<file path="config.mk">
export PLATFORM = sky130hd
export DESIGN_NAME = memAttrChecker
export DESIGN_NICKNAME = d
export VERILOG_FILES = /design/src/rtl/memAttrPkg.sv /design/src/rtl/accCtrl.sv /design/src/rtl/accPath.sv /design/src/rtl/memAttrChecker.sv
export SDC_FILE = /design/constraint.sdc
export NUM_CORES = 1
export LEC_CHECK = 0
export CAP_MARGIN = 20
export CELL_PAD_IN_SITES_DETAIL_PLACEMENT = 1
export CELL_PAD_IN_SITES_GLOBAL_PLACEMENT = 2
export CORE_UTILIZATION = 14
export DETAILED_ROUTE_END_ITERATION = 12
export GPL_TIMING_DRIVEN = 1
export PLACE_DENSITY_LB_ADDON = 0.12
export SLEW_MARGIN = 40
export SYNTH_ARGS = -nofsm -noshare
export SYNTH_HDL_FRONTEND = slang
export SYNTH_HIERARCHICAL = 1
export SYNTH_SLANG_ARGS = --single-unit
</file>
<file path="constraint.sdc">
create_clock -name clk -period 1.61 [get_ports clk]
set_input_delay 0.322 -clock clk [delete_from_list [all_inputs] [get_ports clk]]
set_output_delay 0.322 -clock clk [all_outputs]
set_load 0.05 [all_outputs]
</file>
<file path="src/rtl/memAttrPkg.sv">
package memAttrPkg;
  localparam int KIND_W   = 3;
  localparam int FLAVOR_W = 3;
  localparam int ATTR_W   = 2;
  localparam int CODE_W   = 3;

  localparam logic [KIND_W-1:0] KIND_FETCH = 3'd0;
  localparam logic [KIND_W-1:0] KIND_LOAD  = 3'd1;
  localparam logic [KIND_W-1:0] KIND_STORE = 3'd2;
  localparam logic [KIND_W-1:0] KIND_SEMA  = 3'd3;
  localparam logic [KIND_W-1:0] KIND_XCHG  = 3'd4;
  localparam logic [KIND_W-1:0] KIND_CMPX  = 3'd5;
  localparam logic [KIND_W-1:0] KIND_LD10  = 3'd6;
  localparam logic [KIND_W-1:0] KIND_ST10  = 3'd7;

  localparam logic [FLAVOR_W-1:0] FLV_SPEC    = 3'd3;
  localparam logic [FLAVOR_W-1:0] FLV_SPECADV = 3'd4;

  localparam logic [ATTR_W-1:0] ATTR_WB  = 2'd0;
  localparam logic [ATTR_W-1:0] ATTR_NAT = 2'd2;

  localparam logic [CODE_W-1:0] CODE_GO    = 3'd0;
  localparam logic [CODE_W-1:0] CODE_DEFER = 3'd1;
  localparam logic [CODE_W-1:0] CODE_NATC  = 3'd2;
  localparam logic [CODE_W-1:0] CODE_UNSUP = 3'd3;
  localparam logic [CODE_W-1:0] CODE_LOWER = 3'd4;

  // strobes from the classifier to the verdict register stage
  typedef struct packed {
    logic live;       // a reference is present
    logic natHit;     // page is a NaT page
    logic specRef;    // speculative flavor on a kind that has flavors
    logic unsupHit;   // width or atomic not supported on this page
    logic lowerAny;   // some lower-priority fault flagged
    logic lowerOpen;  // some flagged lower fault is not deferrable
  } strobeT;
endpackage

</file>
<file path="src/rtl/accCtrl.sv">
module accCtrl
  import memAttrPkg::*;
#(
  parameter int LOWER_W = 4
) (
  input  logic                refValid,
  input  logic [KIND_W-1:0]   refKind,
  input  logic [FLAVOR_W-1:0] refFlavor,
  input  logic [ATTR_W-1:0]   pageAttr,
  input  logic                wideOk,
  input  logic [LOWER_W-1:0]  lowerFault,
  input  logic [LOWER_W-1:0]  deferMask,
  output strobeT              stb
);
  logic hasFlavor;
  logic specFlavor;
  logic isWide;
  logic isAtomic;
  logic pageWb;
  logic pageNat;

  always_comb begin
    hasFlavor  = (refKind == KIND_LOAD) || (refKind == KIND_LD10);
    specFlavor = (refFlavor == FLV_SPEC) || (refFlavor == FLV_SPECADV);
    isWide     = (refKind == KIND_LD10) || (refKind == KIND_ST10);
    isAtomic   = (refKind == KIND_XCHG) || (refKind == KIND_CMPX);
    pageWb     = (pageAttr == ATTR_WB);
    pageNat    = (pageAttr == ATTR_NAT);

    stb.live    = refValid;
    stb.natHit  = pageNat;
    stb.specRef = hasFlavor && specFlavor;
    // speculative wide loads defer on any non-write-back page; others follow the option bit
    stb.unsupHit = (!pageWb && !pageNat) &&
                   ((isWide && (stb.specRef || !wideOk)) || isAtomic);
    stb.lowerAny  = |lowerFault;
    stb.lowerOpen = |(lowerFault & ~deferMask);
  end
endmodule

</file>
<file path="src/rtl/accPath.sv">
module accPath
  import memAttrPkg::*;
(
  input  logic              clk,
  input  logic              rst_n,
  input  strobeT            stb,
  output logic              resValid,
  output logic [CODE_W-1:0] resCode,
  output logic              resProceed,
  output logic              resNatWrite,
  output logic              resSideEffect
);
  logic [CODE_W-1:0] nextCode;
  logic [CODE_W-1:0] specLower;

  always_comb begin
    specLower = stb.lowerOpen ? CODE_LOWER : CODE_DEFER;
    if (stb.natHit)
      nextCode = stb.specRef ? specLower : CODE_NATC;
    else if (stb.unsupHit)
      nextCode = stb.specRef ? CODE_DEFER : CODE_UNSUP;
    else if (stb.lowerAny)
      nextCode = stb.specRef ? specLower : CODE_LOWER;
    else
      nextCode = CODE_GO;
  end

  always_ff @(posedge clk) begin
    if (!rst_n) begin
      resValid      <= 1'b0;
      resCode       <= CODE_GO;
      resProceed    <= 1'b0;
      resNatWrite   <= 1'b0;
      resSideEffect <= 1'b0;
    end else begin
      resValid      <= stb.live;
      resCode       <= stb.live ? nextCode : CODE_GO;
      resProceed    <= stb.live && (nextCode == CODE_GO);
      resNatWrite   <= stb.live && (nextCode == CODE_DEFER);
      resSideEffect <= stb.live && ((nextCode == CODE_GO) || (nextCode == CODE_DEFER));
    end
  end
endmodule

</file>
<file path="src/rtl/memAttrChecker.sv">
module memAttrChecker
  import memAttrPkg::*;
#(
  parameter int LOWER_W = 4
) (
  input  logic                clk,
  input  logic                rst_n,
  input  logic                refValid,
  input  logic [KIND_W-1:0]   refKind,
  input  logic [FLAVOR_W-1:0] refFlavor,
  input  logic [ATTR_W-1:0]   pageAttr,
  input  logic                wideOk,
  input  logic [LOWER_W-1:0]  lowerFault,
  input  logic [LOWER_W-1:0]  deferMask,
  output logic                resValid,
  output logic [CODE_W-1:0]   resCode,
  output logic                resProceed,
  output logic                resNatWrite,
  output logic                resSideEffect
);
  strobeT stb;

  accCtrl #(.LOWER_W(LOWER_W)) u_ctrl (
    .refValid(refValid), .refKind(refKind), .refFlavor(refFlavor),
    .pageAttr(pageAttr), .wideOk(wideOk), .lowerFault(lowerFault),
    .deferMask(deferMask), .stb(stb)
  );

  accPath u_path (
    .clk(clk), .rst_n(rst_n), .stb(stb),
    .resValid(resValid), .resCode(resCode), .resProceed(resProceed),
    .resNatWrite(resNatWrite), .resSideEffect(resSideEffect)
  );
endmodule

</file>
==> qor.txt, run 1 <==
Least-Margin Pin Slew: 335 ps
GR Overflow Total: 0
hold path start: refKind[2]
Leakage: 0.320 nW
Die Span X: 52.7 microns
post-synthesis cell area: 360 sq um
clk sink count: 7
Slew headroom: 0.777
final setup vio count: 0
Synth top area share: 0.389
number of synthesis warnings: 6
CTS H-tree lvls: 1
Boundary Pins: 27
IO Port Bufs: 26
initial antenna violation count: 0
Crit Path Class: input port to register
top cell type by total area after synthesis: dfxtp_1
placed instance area: 671 sq um
Worst Hold Depth: 4
Synth Instances: 41
Global Route Usage Sum: 0.0781
Worst setup EP type: register
layout net count: 97
row cnt: 18
met2 routed WL: 478 microns
prevailing post-synth register cell: dfxtp_1
Bufs on Longest Clock Path: 2
Post-synth EDFFs: 0
Area Growth Syn to Fin: 103%
Worst-path clk slew: 50 ps
GPL Wtd Cong: 0.683
crit share post-route: 0.983
Via Count: 421
root buf cell: clkbuf_4
first-pass GRT wire length: 1.52 mm
Pre-antenna DRT Iters: 1
power per cell area: 627 nW/um^2
Vias/cell: 3.97
fill count: 296
count leader, synth: dfxtp_1
maxcap violations: 0
top cells by count, synth: dfxtp_1 (7), inv_1 (5)
setup_tns: 0 ps
Avg Cell Area, Syn: 8.79 sq um
starting density of the core: 0.147
Slew Viols, Final: 0
Seq cells post-synth: 7
Residual DRC: 0
wire per inst: 8.92 microns
crit path time final: 1580 ps
sequential area share after synthesis: 0.389
Die ar.: 2780 sq um
HPWL Detailed: 822 microns
Fin. Hold Viols: 0
Arr. time, crit path: 1710 ps
DRT antenna net count: 0
worst-path maximum fanout: 4
Worst Setup Start Kind: input port
Synth cell types: 23
first-iteration detailed-routing DRC count: 0
vias in the first global route: 402
total wire length: 945 microns
M1 WL: 390 microns
ANT cells: 0
routed wl met3: 67 microns
pin count of the biggest net entering global routing: 6
Finished Cell Area: 732 sq um
ranking of synthesized cells by area: dfxtp_1 (39%), inv_1 (5.2%), or3b_1 (4.9%)
Hold Crit Class: input port to register
FFs w/ async S/R, synth: 0
post-synth net total: 61
die span in y: 52.7 microns
status: finished clean
core area: 2450 sq um
FMAX: 0.632 GHz
cts bufs inserted: 3
WP data required: 1740 ps
CTS tree: yes
Max VDD drop: 0.304 mV
Worst Hold End: u_path/resProceed$_SDFF_PN0_
Top Layer Used: met4
fraction of layout cells with a size suffix above 1: 0.355
[cells in the final DEF (no fill, tap or decap)]
cell type,count
o21ai_0,1
and3_1,1
nor3_1,1
dlygate4sd2_1,6
o211a_4,1
a31o_1,1
a22oi_1,1
dfxtp_1,7
nor2_1,1
nand3b_1,2
clkbuf_1,1
nor2_2,1
o221ai_1,1
clkdlybuf4s50_1,13
nor3_2,1
nand2_1,2
o21ai_1,1
nor4_4,1
a22oi_2,1
nand2_2,1
or3b_1,2
clkbuf_4,3
nor3b_2,1
nor2b_1,1
a21oi_1,2
nor2b_2,1
inv_1,5
buf_4,14
or4_4,1
nand2b_2,1
[logic make-up after synthesis]
group                  count (synthesis)  share of synthesized area
AOI/OAI and AO/OA                      9                      0.187
buffers and inverters                  7                     0.0937
DFF                                    7                      0.389
and+or+nand+nor                       18                      0.330
[power by group]
group / internal [mW] / switching (mW)
sequential: 0.179 / 0.00129
combinational: 0.0687 / 0.0556
clock: 0.0943 / 0.0608
[stage by stage]
stage          power, mW  setup slack [ps]  hold WS (ps)   util  instances
4_1_cts            0.465              48.7           731  0.291        106
3_3_place_gp       0.305              -420           775  0.273        101
5_1_grt            0.490             -5.34           689  0.298        106
2_1_floorplan      0.236              70.0           491      -         41
3_5_place_dp       0.305              -396           776  0.273        101
6_report           0.459              27.3           681  0.298        106
[timing repair]
action / CTS / global route
setup endpoints to repair: 5 / 2
gates resized for setup: 10 / 3
pin swaps: 7 / 3
buffers inserted: 1 / 0
hold buffers: 0 / 0
endpoints found under the hold margin: 0 / 0
[worst max-delay path: stages]
cell             delay (ps)
clkdlybuf4s50_1         420
or4_4                   580
nor3b_2                 180
a21oi_1                 140
nor3_2                   70
[metal layers]
layer | up-vias | track usage
met2 | 15 | 0.131
li1 | 212 | -
met3 | 2 | 0.00870
met1 | 192 | 0.0816
met5 | - | 0
met4 | 0 | 0.0789
[registers in the layout, indices dropped and copies added (netlist names)]
register / cells
u_path/resNatWrite: 1
u_path/resCode: 3
u_path/resProceed: 1
u_path/resSideEffect: 1
u_path/resValid: 1
[how the worst max path moves through the flow]
stage	from	to	slack (ps)
floorplan	refKind[1]	u_path/resSideEffect$_SDFF_PN0_	70
global placement	refKind[0]	u_path/resCode[0]$_SDFF_PN0_	-420
detailed placement	refKind[0]	u_path/resCode[0]$_SDFF_PN0_	-400
CTS	refKind[2]	u_path/resCode[2]$_SDFF_PN0_	50
global route	lowerFault[2]	u_path/resNatWrite$_SDFF_PN0_	-5
finish	lowerFault[2]	u_path/resCode[2]$_SDFF_PN0_	30
[cell type report]
| cell class | instances | area, sq um | area share |
|---|---|---|---|
| Clock buffer | 4 | 26.3 | 0.0359 |
| Inverter | 5 | 18.8 | 0.0256 |
| Multi-Input combinational cell | 27 | 221 | 0.303 |
| Sequential cell | 7 | 140 | 0.191 |
| Tap cell | 30 | 37.5 | 0.0513 |
| Timing Repair Buffer | 33 | 288 | 0.393 |
Power figures use the tool's default switching activity.
==> run 2, diff against run 1 <==
--- a/config.mk
+++ b/config.mk
@@ -10,9 +10,8 @@
 export CELL_PAD_IN_SITES_GLOBAL_PLACEMENT = 2
 export CORE_UTILIZATION = 14
 export DETAILED_ROUTE_END_ITERATION = 12
-export GPL_TIMING_DRIVEN = 1
+export GPL_TIMING_DRIVEN = 0
 export PLACE_DENSITY_LB_ADDON = 0.12
-export SLEW_MARGIN = 40
 export SYNTH_ARGS = -nofsm -noshare
 export SYNTH_HDL_FRONTEND = slang
 export SYNTH_HIERARCHICAL = 1
==> run 2 against run 1 <==
Against the previous run:
- die area did not move
- clock-buffer cell count stayed put
- power is 3.4% lower
- clock power shrank 5%
- cell count decreased by 3.8%
- fmax grew 2.9%
- critical path type unchanged
- via count is 5.2% lower
- sequential share of layout area is 0.71 points higher
- core utilization decreased by 1.1 points
- flip-flop and latch count unchanged
- global-route usage is 0.56 points higher
- critical path depth is the same
==> qor.txt, run 2 (synthesized netlist as in run 1, its figures left out) <==
status: finished clean
WP data required: 1740 ps (about the same)
commonest non-fill, non-tap cells in the layout: dlygate4sd2_1 (13), clkdlybuf4s50_1 (12), dfxtp_1 (7)
pin count of the biggest net entering global routing: 8 (+2)
ANT cells: 0 (unchanged)
Slew headroom: 0.680 (-0.0968)
vias in the first global route: 430 (+7.0%)
CTS Hold Bufs: 0 (unchanged)
critical path's largest stage delay: 580 ps (about the same)
Worst-path clk slew: 50 ps (about the same)
Die ar.: 2780 sq um (unchanged)
fin util: 0.287 (-0.0107)
DRT antenna net count: 0 (unchanged)
initial antenna violation count: 0 (unchanged)
total wire length: 891 microns (-5.7%)
commonest non-fill, non-tap cell in the layout: dlygate4sd2_1
Area Growth Syn to Fin: 95.8%
FMAX: 0.650 GHz (+2.9%)
HPWL Detailed: 768 microns (-6.5%)
crit share post-route: 0.956 (-0.0274)
power per cell area: 629 nW/um^2 (+0.25%)
starting density of the core: 0.147 (unchanged)
Least-Margin Pin Slew: 482 ps (+147 ps)
most flop-heavy register: u_path/resCode
final setup vio count: 0 (unchanged)
Vias/cell: 3.91 (-1.5%)
root buf cell: clkbuf_4
CP cell instances: clkdlybuf4s50_1 -> or4_4 -> nor3b_1 -> a21oi_1 -> nor3_1
CTS H-tree lvls: 1 (unchanged)
unrepaired setup endpoints after global routing: no
number of flip-flops under the largest register name: 3 (unchanged)
first-pass GRT wire length: 1.63 mm (+6.8%)
Global Route Usage Sum: 0.0837 (+0.00557)
cts bufs inserted: 3 (unchanged)
Leakage: 0.319 nW (-0.38%)
maxcap violations: 0 (unchanged)
Buf/Inv on CP: 1 (unchanged)
IO Port Bufs: 25 (-3.8%)
Min Hold Slack: 396 ps (-286 ps)
layout net count: 93 (-4.1%)
Pwr Total: 0.444 mW (-3.4%)
Hold Crit Class: input port to register
wire per inst: 8.74 microns (-2.0%)
first-iteration detailed-routing DRC count: 1 (+1)
clk sink count: 7 (unchanged)
Max VDD drop: 0.277 mV (-8.8%)
Bufs on Longest Clock Path: 2 (unchanged)
Arr. time, crit path: 1660 ps (-50 ps)
row cnt: 18 (unchanged)
Slowest cell on crit path: or4_4
Boundary Pins: 27 (unchanged)
die span in y: 52.7 microns (unchanged)
setup_tns: 0 ps (unchanged)
Via Count: 399 (-5.2%)
Worst setup EP type: register
Die Span X: 52.7 microns (unchanged)
CTS tree: yes
GPL Wtd Cong: 0.598 (-12%)
core area: 2450 sq um (unchanged)
Worst Setup Start Kind: input port
delay-heaviest family, CP: simple AND/OR/NAND/NOR gates
Residual DRC: 0 (unchanged)
Pre-antenna DRT Iters: 2 (+1)
GR Overflow Total: 0 (unchanged)
fraction of layout cells with a size suffix above 1: 0.194 (-0.161)
Fin. Hold Viols: 0 (unchanged)
Crit Path Class: input port to register
crit path time final: 1540 ps (-44.1 ps)
worst-path maximum fanout: 4 (unchanged)
Slew Viols, Final: 0 (unchanged)
## run 2: timing repair
item	CTS	global route
pin swaps	6	1
gates cloned	0	0
setup buffers	2	0
endpoints found under the setup margin	13	4
endpoints found under the hold margin	0	0
gates resized for setup	19	1
## run 2: path summary, 6_finish.rpt
path | startpoint | endpoint | slack (ps) | cells past startpoint
setup / recovery | lowerFault[0] | u_path/resCode[2]$_SDFF_PN0_ | 70 | 5
hold / removal | refValid | u_path/resValid$_SDFF_PN0_ | 400 | 3
## run 2: metal layers
metal	part of all wire	GRT usage	vias up	wire, microns
li1	-	-	204	-
met1	0.43	0.0805	178	380
met2	0.48	0.146	15	430
met3	0.070	0.0261	2	62
met4	0.019	0.0658	0	17
met5	0	0	-	0
## run 2: cell type report
class | count | area [sq um]
sequential | 7 | 140
buffer | 2 | 15.0
multi-input combinational | 27 | 219
clock buffer | 4 | 26.3
timing repair buffer | 27 | 249
fill | 298 | 1750
tap | 30 | 37.5
inverter | 5 | 18.8
## run 2: per-stage QoR
stage	area, sq um	cells	setup WS, ps
floorplan	360	41	70.0
global placement	648	96	-583
detailed placement	648	96	-565
CTS	702	102	4.84
global route	706	102	3.51
finish	706	102	71.4
## run 2: worst min-delay path: cells and delay by family
kind | cells | cell delay [ps]
and+or+nand+nor | 1 | 90
buffers and inverters | 2 | 180
## run 2: power breakdown
part	switching (mW)	internal [mW]	total, mW
logic	0.0542	0.0615	0.116
registers	0.000908	0.179	0.180
clock network	0.0546	0.0939	0.148
total	0.110	0.334	0.444
==> run 3, diff against run 2 <==
--- a/config.mk
+++ b/config.mk
@@ -8,10 +8,11 @@
 export CAP_MARGIN = 20
 export CELL_PAD_IN_SITES_DETAIL_PLACEMENT = 1
 export CELL_PAD_IN_SITES_GLOBAL_PLACEMENT = 2
-export CORE_UTILIZATION = 14
+export CORE_UTILIZATION = 17
 export DETAILED_ROUTE_END_ITERATION = 12
 export GPL_TIMING_DRIVEN = 0
 export PLACE_DENSITY_LB_ADDON = 0.12
+export SKIP_CTS_REPAIR_TIMING = 1
 export SYNTH_ARGS = -nofsm -noshare
 export SYNTH_HDL_FRONTEND = slang
 export SYNTH_HIERARCHICAL = 1
==> constraint.sdc (replaced) <==
create_clock -name clk -period 1.8 [get_ports clk]
set_input_delay 0.36 -clock clk [delete_from_list [all_inputs] [get_ports clk]]
set_output_delay 0.36 -clock clk [all_outputs]
set_load 0.05 [all_outputs]
==> run 3 against run 2 <==
Against the previous run:
- wire length fell by 0.56%
- hold slack improved by 21 ps
- die area fell by 17%
- combinational power barely moved
- critical endpoint is now u_path/resNatWrite$_SDFF_PN0_
- sequential power fell by 11%
- critical path depth rose by 2
- core utilization rose by 8.2 points
- flip-flop and latch count did not move
==> qor.txt, run 3 (synthesized netlist as in run 1, its figures left out) <==
status: finished clean
initial antenna violation count: 0 (unchanged)
ANT cells: 0 (unchanged)
starting density of the core: 0.182 (+0.0350)
Leakage: 0.299 nW (-6.1%)
Finished Cell Area: 733 sq um (+3.9%)
Hold Crit Class: input port to register
layout net count: 95 (+2.2%)
HPWL Detailed: 745 microns (-3.0%)
clk sink count: 7 (unchanged)
Fin. Hold Viols: 0 (unchanged)
Residual DRC: 0 (unchanged)
Boundary Pins: 27 (unchanged)
CTS tree: yes
power per cell area: 555 nW/um^2 (-12%)
Slew headroom: 0.668 (-0.0122)
vias in the first global route: 339 (-21%)
GPL Wtd Cong: 0.663 (+11%)
Max VDD drop: 0.211 mV (-24%)
Slew Viols, Final: 0 (unchanged)
first-pass GRT wire length: 1.24 mm (-24%)
Global Route Usage Sum: 0.0790 (-0.00469)
root buf cell: clkbuf_4
setup_tns: 0 ps (unchanged)
commonest non-fill, non-tap cells in the layout: clkdlybuf4s50_1 (24), dfxtp_1 (7), buf_4 (6)
unrepaired setup endpoints after global routing: yes
Pre-antenna DRT Iters: 3 (+1)
number of flip-flops under the largest register name: 3 (unchanged)
fraction of layout cells with a size suffix above 1: 0.243 (+0.0488)
maxcap violations: 0 (unchanged)
worst-path maximum fanout: 4 (unchanged)
Crit Path Class: input port to register
Area Growth Syn to Fin: 103%
Bufs on Longest Clock Path: 2 (unchanged)
cts bufs inserted: 3 (unchanged)
DRT antenna net count: 0 (unchanged)
GR Overflow Total: 0 (unchanged)
commonest non-fill, non-tap cell in the layout: clkdlybuf4s50_1
first-iteration detailed-routing DRC count: 1 (unchanged)
Arr. time, crit path: 1930 ps (+270 ps)
CTS H-tree lvls: 1 (unchanged)
final setup vio count: 0 (unchanged)
most flop-heavy register: u_path/resCode
Via Count: 393 (-1.5%)
Die ar.: 2310 sq um (-17%)
FMAX: 0.572 GHz
die span in y: 48.0 microns (-8.9%)
crit path time final: 1750 ps
Die Span X: 48.0 microns (-8.9%)
row cnt: 16 (-2)
Worst Setup Start Kind: input port
Vias/cell: 3.89 (-0.53%)
Worst-path clk slew: 50 ps (about the same)
IO Port Bufs: 25 (unchanged)
total wire length: 886 microns (-0.56%)
core area: 1980 sq um (-19%)
pin count of the biggest net entering global routing: 8 (unchanged)
placed instance area: 644 sq um (-0.58%)
Worst setup EP type: register
crit share post-route: 0.972
wire per inst: 8.77 microns (+0.42%)
Least-Margin Pin Slew: 497 ps (+14.9 ps)
WP data required: 1990 ps (+250 ps)
[run 3: metrics by stage]
stage	hold slack [ps]	utilization	total power [mW]	setup WS, ps	instances
finish	417	0.370	0.407	51.1	101
global route	444	0.370	0.430	-30.0	101
CTS	400	0.338	0.403	-138	97
detailed placement	656	0.325	0.266	-388	93
global placement	651	0.325	0.266	-413	93
floorplan	529	-	0.211	222	41
[run 3: where the power goes]
| part | total (mW) | leakage, nW | internal, mW | switching, mW |
|---|---|---|---|---|
| clock | 0.133 | 0.0150 | 0.0840 | 0.0491 |
| sequential | 0.161 | 0.0570 | 0.160 | 0.000897 |
| combinational | 0.113 | 0.227 | 0.0646 | 0.0480 |
[run 3: layout make-up]
class / instances / area, sq um
multi-input cells: 27 / 216
fillers: 240 / 1250
plain buffers: 2 / 15.0
repair buffers: 29 / 283
well taps: 27 / 33.8
flip-flops and latches: 7 / 140
inverters: 5 / 18.8
clock buffers: 4 / 26.3
[run 3: worst paths after layout]
check	end	cells after the start	slack (ps)	start
setup / recovery	u_path/resNatWrite$_SDFF_PN0_	7	50	refKind[0]
hold / removal	u_path/resValid$_SDFF_PN0_	3	420	refValid
[run 3: worst max-delay path, stage by stage]
cell and delay (ps):
clkdlybuf4s50_1 460, or3b_4 370, a22oi_2 230, o211a_4 210, nand2b_4 70, o21ai_1 70, and3_1 160
[run 3: routing by layer]
metal / track usage / share of wire
met1: 0.0869 / 0.43
met2: 0.132 / 0.48
met3: 0.0113 / 0.091
met4: 0.0667 / 0
met5: 0 / 0
